<file path="config.mk">
export PLATFORM = sky130hd
export DESIGN_NAME = boot_seq
export DESIGN_NICKNAME = d
export VERILOG_FILES = /design/src/rtl/boot_seq_pkg.sv /design/src/rtl/boot_rst_qual.sv /design/src/rtl/boot_seq_fsm.sv /design/src/rtl/boot_opt_apply.sv /design/src/rtl/boot_seq.sv
export SDC_FILE = /design/constraint.sdc
export NUM_CORES = 1
export LEC_CHECK = 0
export ABC_CLOCK_PERIOD_IN_PS = 2800
export BUFFER_PORTS_ARGS = -buffer_cell sky130_fd_sc_hd__buf_2
export CORE_UTILIZATION = 49
export DETAILED_ROUTE_END_ITERATION = 7
export HOLD_SLACK_MARGIN = 0.12
export PLACE_DENSITY_LB_ADDON = 0.15
export SYNTH_ARGS = -nofsm -noshare
export SYNTH_HDL_FRONTEND = slang
export SYNTH_HIERARCHICAL = 1
export SYNTH_SLANG_ARGS = --single-unit
</file>
<file path="constraint.sdc">
create_clock -name clk_i -period 2.8 [get_ports clk_i]
set_clock_uncertainty 0.2 [all_clocks]
set_input_delay 0.14 -clock clk_i [delete_from_list [all_inputs] [get_ports clk_i]]
set_output_delay 0.14 -clock clk_i [all_outputs]
set_load 0.01 [all_outputs]
</file>
<file path="src/rtl/boot_seq_pkg.sv">
package boot_seq_pkg;

  localparam int N_OPT  = 8;
  localparam int IDX_W  = $clog2(N_OPT);
  localparam int N_PIN  = 29;
  localparam int N_PORT = 8;

  typedef enum logic [2:0] {
    ST_RUN,
    ST_HOLD,
    ST_HRST,   // reset qualified while in hold, waiting on hold exit
    ST_RST,
    ST_LOAD
  } seq_st_e;

  // option byte that carries pin i
  function automatic int pin_byte(input int i);
    if (i < 8)       return 1;
    else if (i < 15) return 2;
    else if (i < 23) return 3;
    else if (i < 27) return 4;
    else             return 7;
  endfunction

  // bit within that byte
  function automatic int pin_bit(input int i);
    if (i < 8)       return i;
    else if (i < 15) return i - 8;
    else if (i < 23) return i - 15;
    else if (i < 27) return i - 23;
    else             return i - 25;
  endfunction

  // option byte that releases port p from float
  function automatic int port_byte(input int p);
    case (p)
      0, 1:    return 1;
      2, 3:    return 2;
      4, 5:    return 3;
      6:       return 4;
      default: return 7;
    endcase
  endfunction

  function automatic logic [7:0] res_mask(input logic [IDX_W-1:0] b);
    case (b)
      3'd0:    return 8'hE8;
      3'd2:    return 8'h80;
      3'd4:    return 8'hF0;
      3'd5:    return 8'hFF;
      3'd6:    return 8'hFF;
      3'd7:    return 8'hF3;
      default: return 8'h00;
    endcase
  endfunction

endpackage

</file>
<file path="src/rtl/boot_rst_qual.sv">
module boot_rst_qual #(
  parameter int unsigned QUAL_CYC = 3
) (
  input  logic clk_i,
  input  logic rst_ni,
  input  logic tick_i,
  input  logic pin_ni,
  output logic qual_o
);
  localparam int CNT_W = $clog2(QUAL_CYC + 1);
  localparam logic [CNT_W-1:0] CNT_MAX = CNT_W'(QUAL_CYC);

  logic [CNT_W-1:0] cnt_q;

  always_ff @(posedge clk_i or negedge rst_ni) begin
    if (!rst_ni)          cnt_q <= '0;
    else if (tick_i) begin
      if (pin_ni)         cnt_q <= '0;
      else if (cnt_q != CNT_MAX) cnt_q <= cnt_q + 1'b1;
    end
  end

  assign qual_o = (cnt_q == CNT_MAX);
endmodule

</file>
<file path="src/rtl/boot_seq_fsm.sv">
module boot_seq_fsm
  import boot_seq_pkg::*;
(
  input  logic             clk_i,
  input  logic             rst_ni,
  input  logic             tick_i,
  input  logic             qual_i,
  input  logic             rst_pin_ni,
  input  logic             hold_pin_ni,
  input  logic             hold_instr_i,
  output seq_st_e          st_o,
  output logic [IDX_W-1:0] idx_o,
  output logic             start_o
);
  localparam logic [IDX_W-1:0] IDX_LAST = IDX_W'(N_OPT - 1);

  seq_st_e          st_q, st_d;
  logic [IDX_W-1:0] idx_q, idx_d;
  logic             start_q, start_d;

  always_comb begin
    st_d    = st_q;
    idx_d   = idx_q;
    start_d = 1'b0;
    unique case (st_q)
      ST_RUN: begin
        if (qual_i) st_d = ST_RST;
        else if (tick_i && hold_instr_i && !hold_pin_ni) st_d = ST_HOLD;
      end
      ST_HOLD: begin
        if (qual_i) st_d = ST_HRST;
        else if (tick_i && hold_pin_ni) st_d = ST_RUN;
      end
      ST_HRST: begin
        if (tick_i) begin
          if (rst_pin_ni)       st_d = ST_HOLD;  // reset released first: dropped
          else if (hold_pin_ni) st_d = ST_RST;   // hold ended first: reset taken
        end
      end
      ST_RST: begin
        idx_d = '0;
        if (tick_i && rst_pin_ni) st_d = ST_LOAD;
      end
      ST_LOAD: begin
        if (tick_i) begin
          if (idx_q == IDX_LAST) begin
            if (!rst_pin_ni) st_d = ST_RST;
            else begin
              st_d    = ST_RUN;
              start_d = 1'b1;
            end
          end else begin
            idx_d = idx_q + 1'b1;
          end
        end
      end
      default: st_d = ST_RST;
    endcase
  end

  always_ff @(posedge clk_i or negedge rst_ni) begin
    if (!rst_ni) begin
      st_q    <= ST_RST;
      idx_q   <= '0;
      start_q <= 1'b0;
    end else begin
      st_q    <= st_d;
      idx_q   <= idx_d;
      start_q <= start_d;
    end
  end

  assign st_o    = st_q;
  assign idx_o   = idx_q;
  assign start_o = start_q;
endmodule

</file>
<file path="src/rtl/boot_opt_apply.sv">
module boot_opt_apply
  import boot_seq_pkg::*;
(
  input  logic              clk_i,
  input  logic              rst_ni,
  input  logic              tick_i,
  input  seq_st_e           st_i,
  input  logic [IDX_W-1:0]  idx_i,
  input  logic [7:0]        data_i,
  output logic [N_PIN-1:0]  pin_pu_o,
  output logic [N_PORT-1:0] port_float_o,
  output logic              p0_level_o,
  output logic              p1_level_o,
  output logic              wdt_en_o,
  output logic              osc_sel_o,
  output logic              cfg_err_o
);
  logic in_rst, ld, ld_base;
  logic [N_PIN-1:0]  pu_q;
  logic [N_PORT-1:0] flt_q, flt_def;
  logic lv0_q, lv1_q, wdt_q, osc_q, err_q;

  assign in_rst  = (st_i == ST_RST);
  assign ld      = (st_i == ST_LOAD) && tick_i;
  assign ld_base = ld && (idx_i == '0);

  for (genvar gi = 0; gi < N_PIN; gi++) begin : g_pin
    localparam int PB = pin_byte(gi);
    localparam int PK = pin_bit(gi);
    logic b_q;
    always_ff @(posedge clk_i or negedge rst_ni) begin
      if (!rst_ni)                          b_q <= 1'b0;
      else if (in_rst)                      b_q <= 1'b0;
      else if (ld && idx_i == IDX_W'(PB))   b_q <= data_i[PK];
    end
    assign pu_q[gi] = b_q;
  end

  for (genvar gp = 0; gp < N_PORT; gp++) begin : g_port
    localparam int  PB  = port_byte(gp);
    localparam logic DEF = (PB != 1);  // ports driven by a reset level never float
    logic f_q;
    always_ff @(posedge clk_i or negedge rst_ni) begin
      if (!rst_ni)                          f_q <= DEF;
      else if (in_rst)                      f_q <= DEF;
      else if (ld && idx_i == IDX_W'(PB))   f_q <= 1'b0;
    end
    assign flt_q[gp]   = f_q;
    assign flt_def[gp] = DEF;
  end

  always_ff @(posedge clk_i or negedge rst_ni) begin
    if (!rst_ni) begin
      lv0_q <= 1'b0;
      lv1_q <= 1'b0;
      wdt_q <= 1'b0;
      osc_q <= 1'b0;
      err_q <= 1'b0;
    end else if (in_rst) begin
      wdt_q <= 1'b0;
      err_q <= 1'b0;
      if (tick_i) begin
        lv0_q <= data_i[1];
        lv1_q <= data_i[2];
      end
    end else if (ld) begin
      if (ld_base) begin
        wdt_q <= data_i[0];
        lv0_q <= data_i[1];
        lv1_q <= data_i[2];
        osc_q <= data_i[4];
      end
      if ((data_i & res_mask(idx_i)) != 8'h00) err_q <= 1'b1;
    end
  end

  // reset state forced at once, not one clock after entry
  assign pin_pu_o     = in_rst ? '0 : pu_q;
  assign port_float_o = in_rst ? flt_def : flt_q;
  assign wdt_en_o     = wdt_q & ~in_rst;
  assign cfg_err_o    = err_q & ~in_rst;
  assign p0_level_o   = lv0_q;
  assign p1_level_o   = lv1_q;
  assign osc_sel_o    = osc_q;
endmodule

</file>
<file path="src/rtl/boot_seq.sv">
module boot_seq
  import boot_seq_pkg::*;
#(
  parameter int unsigned          ADDR_W   = 14,
  parameter logic [ADDR_W-1:0]    OPT_BASE = 'h2000,
  parameter int unsigned          QUAL_CYC = 3
) (
  input  logic              clk_i,
  input  logic              rst_ni,
  input  logic              tick_i,
  input  logic              reset_pin_ni,
  input  logic              hold_pin_ni,
  input  logic              hold_instr_i,
  output logic              opt_rd_o,
  output logic [ADDR_W-1:0] opt_addr_o,
  input  logic [7:0]        opt_data_i,
  output logic [N_PIN-1:0]  pin_pu_o,
  output logic [N_PORT-1:0] port_float_o,
  output logic              p0_level_o,
  output logic              p1_level_o,
  output logic              wdt_en_o,
  output logic              osc_sel_o,
  output logic              cfg_err_o,
  output logic              hold_o,
  output logic              cpu_run_o,
  output logic              cpu_start_o
);
  seq_st_e          st;
  logic [IDX_W-1:0] idx;
  logic             qual;

  boot_rst_qual #(.QUAL_CYC(QUAL_CYC)) u_qual (
    .clk_i  (clk_i),
    .rst_ni (rst_ni),
    .tick_i (tick_i),
    .pin_ni (reset_pin_ni),
    .qual_o (qual)
  );

  boot_seq_fsm u_fsm (
    .clk_i        (clk_i),
    .rst_ni       (rst_ni),
    .tick_i       (tick_i),
    .qual_i       (qual),
    .rst_pin_ni   (reset_pin_ni),
    .hold_pin_ni  (hold_pin_ni),
    .hold_instr_i (hold_instr_i),
    .st_o         (st),
    .idx_o        (idx),
    .start_o      (cpu_start_o)
  );

  boot_opt_apply u_apply (
    .clk_i        (clk_i),
    .rst_ni       (rst_ni),
    .tick_i       (tick_i),
    .st_i         (st),
    .idx_i        (idx),
    .data_i       (opt_data_i),
    .pin_pu_o     (pin_pu_o),
    .port_float_o (port_float_o),
    .p0_level_o   (p0_level_o),
    .p1_level_o   (p1_level_o),
    .wdt_en_o     (wdt_en_o),
    .osc_sel_o    (osc_sel_o),
    .cfg_err_o    (cfg_err_o)
  );

  assign opt_rd_o   = (st == ST_RST) || (st == ST_LOAD);
  assign opt_addr_o = OPT_BASE + ADDR_W'((st == ST_LOAD) ? idx : '0);
  assign hold_o     = (st == ST_HOLD) || (st == ST_HRST);
  assign cpu_run_o  = (st == ST_RUN);
endmodule

</file>
==> results of run 1 <==
-- registers in the layout, summed over array words and instances, names as in the netlist --
| name | cells |
|---|---|
| u_apply/err_q | 1 |
| u_fsm/idx_o | 3 |
| u_apply/p1_level_o | 1 |
| u_apply/g_pin.b_q | 29 |
| u_fsm/st_o | 3 |
| u_apply/wdt_q | 1 |
| u_qual/cnt_q | 2 |
| u_apply/osc_sel_o | 1 |
| u_fsm/start_o | 1 |
| u_apply/p0_level_o | 1 |
| u_apply/g_port.f_q | 4 |
-- stage by stage --
step           cell area (sq um)  worst slack, ps  std cells
4_1_cts                     3120              703        428
3_3_place_gp                2910              817        407
6_report                    3120              715        428
2_1_floorplan               2670              956        302
3_5_place_dp                2910              781        407
5_1_grt                     3120              561        428
-- cells by family after synthesis --
logic type	Yosys count	share of synthesized area, %
and+or+nand+nor	125	26.9
buffers and inverters	56	10.9
AOI/OAI and AO/OA	48	11.0
DFF	47	45.0
muxes	8	3.33
adders and majority gates	3	1.43
other	3	0.428
xor gates and xnor gates	2	0.952
-- where the power goes --
group,switching [mW],internal [mW],total [mW]
clock network,0.212,0.175,0.388
registers,0.102,0.744,0.846
logic,0.378,0.259,0.637
-- cells in the final DEF, fill, tap and decap left out, types with 2 or more instances in the layout --
cell           Yosys  final
and3_2             3      3
o21ai_1            4      4
conb_1             3     13
nor3_1             2      2
nand3b_1           6      6
nor3_4             2      2
dlygate4sd3_1      0     13
nor2b_1            2      2
nand2b_1           6      6
inv_1             28     28
nand2_1           50     50
and2_1             9      9
dfstp_2            6      6
mux2_2             2      2
mux2i_1            5      5
buf_2              6     60
dfrtp_1           41     41
nor2_1             7      7
clkbuf_1           5      2
clkbuf_8           0      5
buf_4             16      2
o21ai_0           31     31
ha_1               3      3
nand3_1           28     28
-- worst max-delay path, cell delays in order, from the launching register on --
cell and delay [ps]:
dfrtp_1 630, nand3b_1 220, buf_12 260, nand2_1 110, inv_1 70, buf_2 120
-- area by class of cell --
class                           count  share of cell area, %
Clock buffer                        7                   2.45
Sequential cell                    47                   37.9
Tap cell                           70                   2.81
Timing Repair Buffer               76                   14.9
Clock inverter                      1                  0.160
Inverter                           28                   3.37
Multi-Input combinational cell    199                   38.4
-- worst min-delay path by stage --
stage / cells after the start / slack, ps / startpoint / end
2_1_floorplan: 0 / -360 / rst_ni / u_apply/err_q
3_3_place_gp: 1 / 180 / rst_ni / u_apply/g_pin[26].b_q
3_5_place_dp: 1 / 180 / rst_ni / u_apply/g_pin[26].b_q
4_1_cts: 2 / 260 / u_apply/g_port[6].f_q / u_apply/g_port[6].f_q
5_1_grt: 2 / 280 / u_apply/g_port[6].f_q / u_apply/g_port[6].f_q
6_report: 2 / 260 / u_apply/g_port[6].f_q / u_apply/g_port[6].f_q
-- per-layer routing --
metal | up-vias | routed length (microns) | GRT usage, %
met5 | - | 0 | 0
met4 | 0 | 65 | 7.00
met3 | 8 | 224 | 4.02
met2 | 52 | 2650 | 31.9
met1 | 1005 | 2540 | 29.2
li1 | 1072 | - | -
==> impl_summary.txt, run 1 <==
----------------------------------------------------
[CTS]
  Clock sink count ... 47
  Clock Root Buffer ... clkbuf_8
  H-tree depth ... 2
  Source-to-sink clock delay at the later pin of the worst-skew pair ... 300 ps
  Number of buffers between clock root and the deepest sink ... 2
  Cts-stage hold buffer count ... 13
  Post-CTS Resized ... 0
  Clock tree from TritonCTS ... done
  Clock slew seen by the registers of the worst setup and hold paths ... approximately 80 ps
  Total clock buffers created by CTS ... 5
  Number of buffers inserted by post-CTS setup repair ... 0

[Synth]
  Share of the synthesized area in the top cell type ... 39.0%
  Largest cells by area after synthesis ... dfrtp_1 39%, nand2_1 7.1%, dfstp_2 6.0%
  Synth Instances ... 292
  Synth Warn # ... 6
  Sequential share of the synthesized area ... 45.0%
  Top flip-flop cell by instance count after synthesis ... dfrtp_1
  Number of enable flip-flop cells after synthesis ... 0
  Most frequent cell after synthesis ... nand2_1
  Post-synthesis cell type count ... 49
  Top cells by count, synth ... 50 x nand2_1, 41 x dfrtp_1, 31 x o21ai_0
  Average cell area after synthesis ... 9.00 sq um
  Synth Cell Area ... 0.00263 sq mm
  Count of state elements after synthesis ... 47
  Async set-or-reset flop fraction in the synthesized netlist ... 100%
  Cell taking the most area after synthesis ... dfrtp_1

[Floorplanning]
  Total die area ... 0.00566 sq mm
  Number of standard-cell rows in the floorplan ... 26
  Starting Density ... 51.1%
  Horizontal extent of the die ... 75.2 microns
  Io pins ... 74
  Vertical extent of the die ... 75.2 microns
  Core Area ... 0.00514 sq mm

[Worst setup path]
  Type of the worst setup path ... register to primary output
  Arrival time of data at the critical path endpoint ... 1740 ps
  Kind of start point of the critical path ... register
  Critical path capture point ... wdt_en_o
  CP Data Required Time ... 2460 ps
  Critical register-to-register path startpoint ... u_fsm/st_o[2]
  Capturing element type of the critical path ... primary output
  Launching instance or port of the critical path ... u_fsm/st_o[2]
  R2r endpoint ... u_apply/g_pin[14].b_q
  Critical Path Fanout Max ... 66
  Slack of the worst reg-to-reg path ... roughly 750 ps
  Register-to-Register Path Depth ... 4

[Detailed routing]
  Overall via count from detail_route ... 2137
  Number of remaining DRC errors ... 0
  Routed wirelength normalized by instance count ... 12.8 microns
  Iteration-0 DRC count of the detailed router ... 120
  Detail Route Antenna Nets ... 0
  TritonRoute pass-1 iters ... 4
  Final wirelength ... between 5 and 6 mm
  Vias per cell ... 4.99

[Global route]
  Number of global-route vias before repair ... 1903
  Wire length of the first global-routing pass ... 8.80 mm
  Maximum number of pins on one net before global-route repair ... between 60 and 70
  Number of antenna violations at the first check in global routing ... 0
  Global-route usage over all layers ... slightly above 20%
  Global route overflow ... 0

[Placement]
  Final RePlAce weighted congestion ... 0.763
  Detailed placement HPWL ... 3.56 mm
  Port Buffer Count ... 60

[Timing]
  Setup repair after global routing missed its margin ... no
  Max-slew violation count ... 0
  Total setup violations reported at the end of the flow ... 0
  Accumulated negative setup slack ... 0 ps
  Minimum period implied by the final worst setup slack ... 2080 ps
  Count of final hold-check violations ... 0
  Measured slew at the worst slew-check pin ... 1030 ps
  Worst rel slew slack ... 31.1%
  Final Hold Slack ... 260 ps
  Post-route clock period utilization ... around three quarters
  Fmax ... 0.480 GHz

[Final layout]
  Fillers ... 485
  Multi-input gate area ... 0.00120 sq mm
  Antenna diodes ... 0
  Number of nets at the end of the flow ... 374
  P&R area growth vs syn ... 18.7%
  FF+latch area ... approximately 0.0012 sq mm
  Share of the core filled with cells ... approximately 61%
  Share of layout cells above drive strength 1 ... 25.7%

[Power and ir drop]
  Leakage component of the power ... 1.70 nW
  Max rail drop VDD ... 0.394 mV
  Power per standard cell area ... 600 mW/mm^2
  Overall power ... 1.87 mW

[Flow run]
  Maximum Capacitance Violations ... 0

[Status]
  Run status ... finished clean

[Worst hold path]
  Classification of the worst-slack hold path ... register to register

----------------------------------------------------
Power figures use the tool's default switching activity.
==> run 2, diff against run 1 <==
--- a/config.mk
+++ b/config.mk
@@ -5,9 +5,9 @@
 export SDC_FILE = /design/constraint.sdc
 export NUM_CORES = 1
 export LEC_CHECK = 0
-export ABC_CLOCK_PERIOD_IN_PS = 2800
+export ABC_CLOCK_PERIOD_IN_PS = 1900
 export BUFFER_PORTS_ARGS = -buffer_cell sky130_fd_sc_hd__buf_2
-export CORE_UTILIZATION = 49
+export CORE_UTILIZATION = 47
 export DETAILED_ROUTE_END_ITERATION = 7
 export HOLD_SLACK_MARGIN = 0.12
 export PLACE_DENSITY_LB_ADDON = 0.15
==> constraint.sdc (replaced) <==
create_clock -name clk_i -period 1.9 [get_ports clk_i]
set_clock_uncertainty 0.2 [all_clocks]
set_input_delay 0.095 -clock clk_i [delete_from_list [all_inputs] [get_ports clk_i]]
set_output_delay 0.095 -clock clk_i [all_outputs]
set_load 0.01 [all_outputs]
==> run 2 against run 1 <==
- worst setup slack got worse by 660 ps
- register-to-register slack got worse by 700 ps
- clock power rose by 49%
- critical path type is now register to register
- highest routed layer unchanged
==> impl_summary.txt, run 2 (same netlist as run 1, synthesis figures left out) <==
----------------------------------------------------
[Timing]
  Setup repair after global routing missed its margin ... no
  Accumulated negative setup slack ... 0 ps (unchanged)
  Measured slew at the worst slew-check pin ... 500 ps (-533 ps)
  Worst rel slew slack ... 66.6% (+36 points)
  Fmax ... ~0.54 GHz
  Max-slew violation count ... 0 (unchanged)
  Count of final hold-check violations ... 0 (unchanged)
  Post-route clock period utilization ... 97.3%
  Least setup slack across all paths after layout ... 51.4 ps (-664 ps)
  Minimum period implied by the final worst setup slack ... 1850 ps
  Total setup violations reported at the end of the flow ... 0 (unchanged)

[Detailed routing]
  Iteration-0 DRC count of the detailed router ... 122 (+1.7%)
  Overall via count from detail_route ... 2257 (+5.6%)
  Vias per cell ... 5.03 (+0.68%)
  Routed wirelength normalized by instance count ... 13.5 microns (+5.5%)
  Number of remaining DRC errors ... 0 (unchanged)
  TritonRoute pass-1 iters ... 4 (unchanged)
  Final wirelength ... 6.07 mm (+11%)
  Detail Route Antenna Nets ... 0 (unchanged)

[Final layout]
  Antenna diodes ... 0 (unchanged)
  Commonest non-fill, non-tap cells in the layout ... 60 x buf_2, 50 x nand2_1, 40 x dfrtp_1, 30 x o21ai_0, 28 x inv_1
  Fillers ... 452 (-6.8%)
  FF+latch area ... 0.00118 sq mm (+0.11%)
  Multi-input gate area ... 0.00121 sq mm (+1.4%)
  P&R area growth vs syn ... 28.3%
  Number of nets at the end of the flow ... 395 (+5.6%)
  Top flop regs ... u_apply/g_pin.b_q (29), u_apply/g_port.f_q (4)
  Flip-flop count of the largest register after layout ... 29 (unchanged)
  Largest reg by FF count ... u_apply/g_pin.b_q
  Commonest non-fill, non-tap cell in the layout ... buf_2
  Share of the core filled with cells ... 64.4% (+3.7 points)
  Share of layout cells above drive strength 1 ... 30.1% (+4.4 points)

[Floorplanning]
  Core Area ... 0.00524 sq mm (+1.9%)
  Vertical extent of the die ... 76.8 microns (+2.0%)
  Starting Density ... 50.2% (-0.95 points)
  Number of standard-cell rows in the floorplan ... 26 (unchanged)
  Io pins ... 74 (unchanged)
  Horizontal extent of the die ... 76.8 microns (+2.0%)
  Total die area ... 0.00590 sq mm (+4.1%)

[Global route]
  Wire length of the first global-routing pass ... 10.1 mm (+15%)
  Maximum number of pins on one net before global-route repair ... 28 (-58%)
  Number of antenna violations at the first check in global routing ... 0 (unchanged)
  Number of global-route vias before repair ... 2083 (+9.5%)
  Global route overflow ... 0 (unchanged)
  Global-route usage over all layers ... 21.5% (+0.87 points)

[Power and ir drop]
  Overall power ... 3.16 mW (+69%)
  Leakage component of the power ... 1.84 nW (+8.1%)
  Internal Power ... 2.05 mW (+74%)
  Sw frac ... 35.2% (-1.7 points)
  Switching pwr ... 1.11 mW (+61%)
  Power per standard cell area ... 938 mW/mm^2 (+56%)
  Max rail drop VDD ... 0.499 mV (+26%)
  Sequential cell fraction of total power ... 36.6% (-8.6 points)
  Gate power share ... 45.1% (+11 points)
  Clock network fraction of design power ... 18.3% (-2.4 points)

[Worst setup path]
  Capturing element type of the critical path ... register
  Register-to-Register Path Depth ... 7 (+3)
  Slowest stage delay, CP ... 570 ps (-60 ps)
  R2r endpoint ... u_apply/g_pin[10].b_q
  Kind of start point of the critical path ... register
  Cell with the largest stage delay on the worst path ... dfstp_2
  Most common cell on crit path ... buf_4
  CP Data Required Time ... 1870 ps (-590 ps)
  Slack of the worst reg-to-reg path ... 50 ps (-700 ps)
  Arrival time of data at the critical path endpoint ... 1820 ps (+80 ps)
  Cell breakdown of the critical path ... nand3b_1 > buf_6 > buf_4 > buf_4 > bufbuf_16 > nand3_1 > o21ai_0
  Critical register-to-register path startpoint ... u_fsm/st_o[0]
  Type of the worst setup path ... register to register
  Critical Path Fanout Max ... 26 (-61%)

[Flow run]
  Maximum Capacitance Violations ... 0 (unchanged)

[CTS]
  Clock sink count ... 47 (unchanged)
  Source-to-sink clock delay at the later pin of the worst-skew pair ... 290 ps (about the same)
  Number of buffers between clock root and the deepest sink ... 2 (unchanged)
  Clock tree from TritonCTS ... done
  Clock Root Buffer ... clkbuf_8
  Total clock buffers created by CTS ... 5 (unchanged)
  H-tree depth ... 2 (unchanged)
  Clock slew seen by the registers of the worst setup and hold paths ... 80 ps (about the same)

[Worst hold path]
  Worst Min Path Start ... u_apply/g_port[7].f_q
  Classification of the worst-slack hold path ... register to register
  End point of the worst hold path ... u_apply/g_port[7].f_q
  WHS Path Cells ... 2 (unchanged)

[Placement]
  Port Buffer Count ... 60 (unchanged)
  Detailed placement HPWL ... 3.99 mm (+12%)
  Final RePlAce weighted congestion ... 0.819 (+7.4%)
  Post-Place Setup Slack ... 150 ps (-631 ps)

[Status]
  Run status ... finished clean

----------------------------------------------------
run 2: cell count changes in the layout (fill, tap and decap cells not counted), sizes merged:
cell | previous run | this run
buf | 63 | 81
dlygate4sd3 | 13 | 14
clkinv | 1 | 0
bufbuf | 0 | 1
clkbuf | 7 | 9
run 2: timing repair:
action	in CTS	in global routing
pin swaps	1	1
endpoints found under the setup margin	30	30
endpoints found under the hold margin	84	0
gates resized for setup	1	6
setup buffers	3	2
hold buffers	14	0
cloned	1	1
run 2: worst max-delay path, delay by kind of cell, from the launching register on:
family	cells	cell delay [ps]
buffers and inverters	4	680
and+or+nand+nor	2	180
DFF	1	570
AOI/OAI and AO/OA	1	100
run 2: cell type report:
class                   instances  area share, %
clock buffers                   8           2.37
inverters                      28           3.12
multi-input cells             199           36.0
flip-flops and latches         47           35.1
well taps                      70           2.60
repair buffers                 97           20.8
run 2: per-stage QoR:
stage                     hold WS, ps  area [sq um]  std cells
after floorplan                  -401          2670        302
after global placement           -111          3030        420
after detailed placement         -109          3030        420
after CTS                         262          3310        446
after global routing              298          3370        449
final                             265          3370        449
run 2: how the worst max path moves through the flow:
stage | cells after the start | start | slack [ps] | to
global route | 5 | u_fsm/st_o[0] | 3 | pin_pu_o[25]
global placement | 5 | u_fsm/st_o[2] | 200 | u_fsm/idx_o[0]
finish | 7 | u_fsm/st_o[0] | 50 | u_apply/g_pin[10].b_q
CTS | 4 | u_fsm/st_o[0] | 2 | pin_pu_o[24]
floorplan | 4 | u_fsm/st_o[2] | 60 | u_apply/p0_level_o
detailed placement | 4 | u_fsm/st_o[1] | 150 | u_apply/p1_level_o
run 2: metal layers:
metal	GRT usage (%)	vias to the layer above	part of all wire, %
met4	4.23	0	0.79
met3	3.93	6	5.4
li1	-	1114	-
met5	0	-	0
met2	33.9	71	49
met1	30.9	1066	45
run 2: power by group through the flow:
stage | Clock, mW | Sequential [mW] | Combinational (mW)
final | 0.578 | 1.16 | 1.43
after floorplan | 0 | 1.24 | 0.675
after detailed placement | 0 | 1.19 | 1.08
after CTS | 0.590 | 1.16 | 1.29
after global placement | 0 | 1.19 | 1.07
after global routing | 0.637 | 1.17 | 1.55
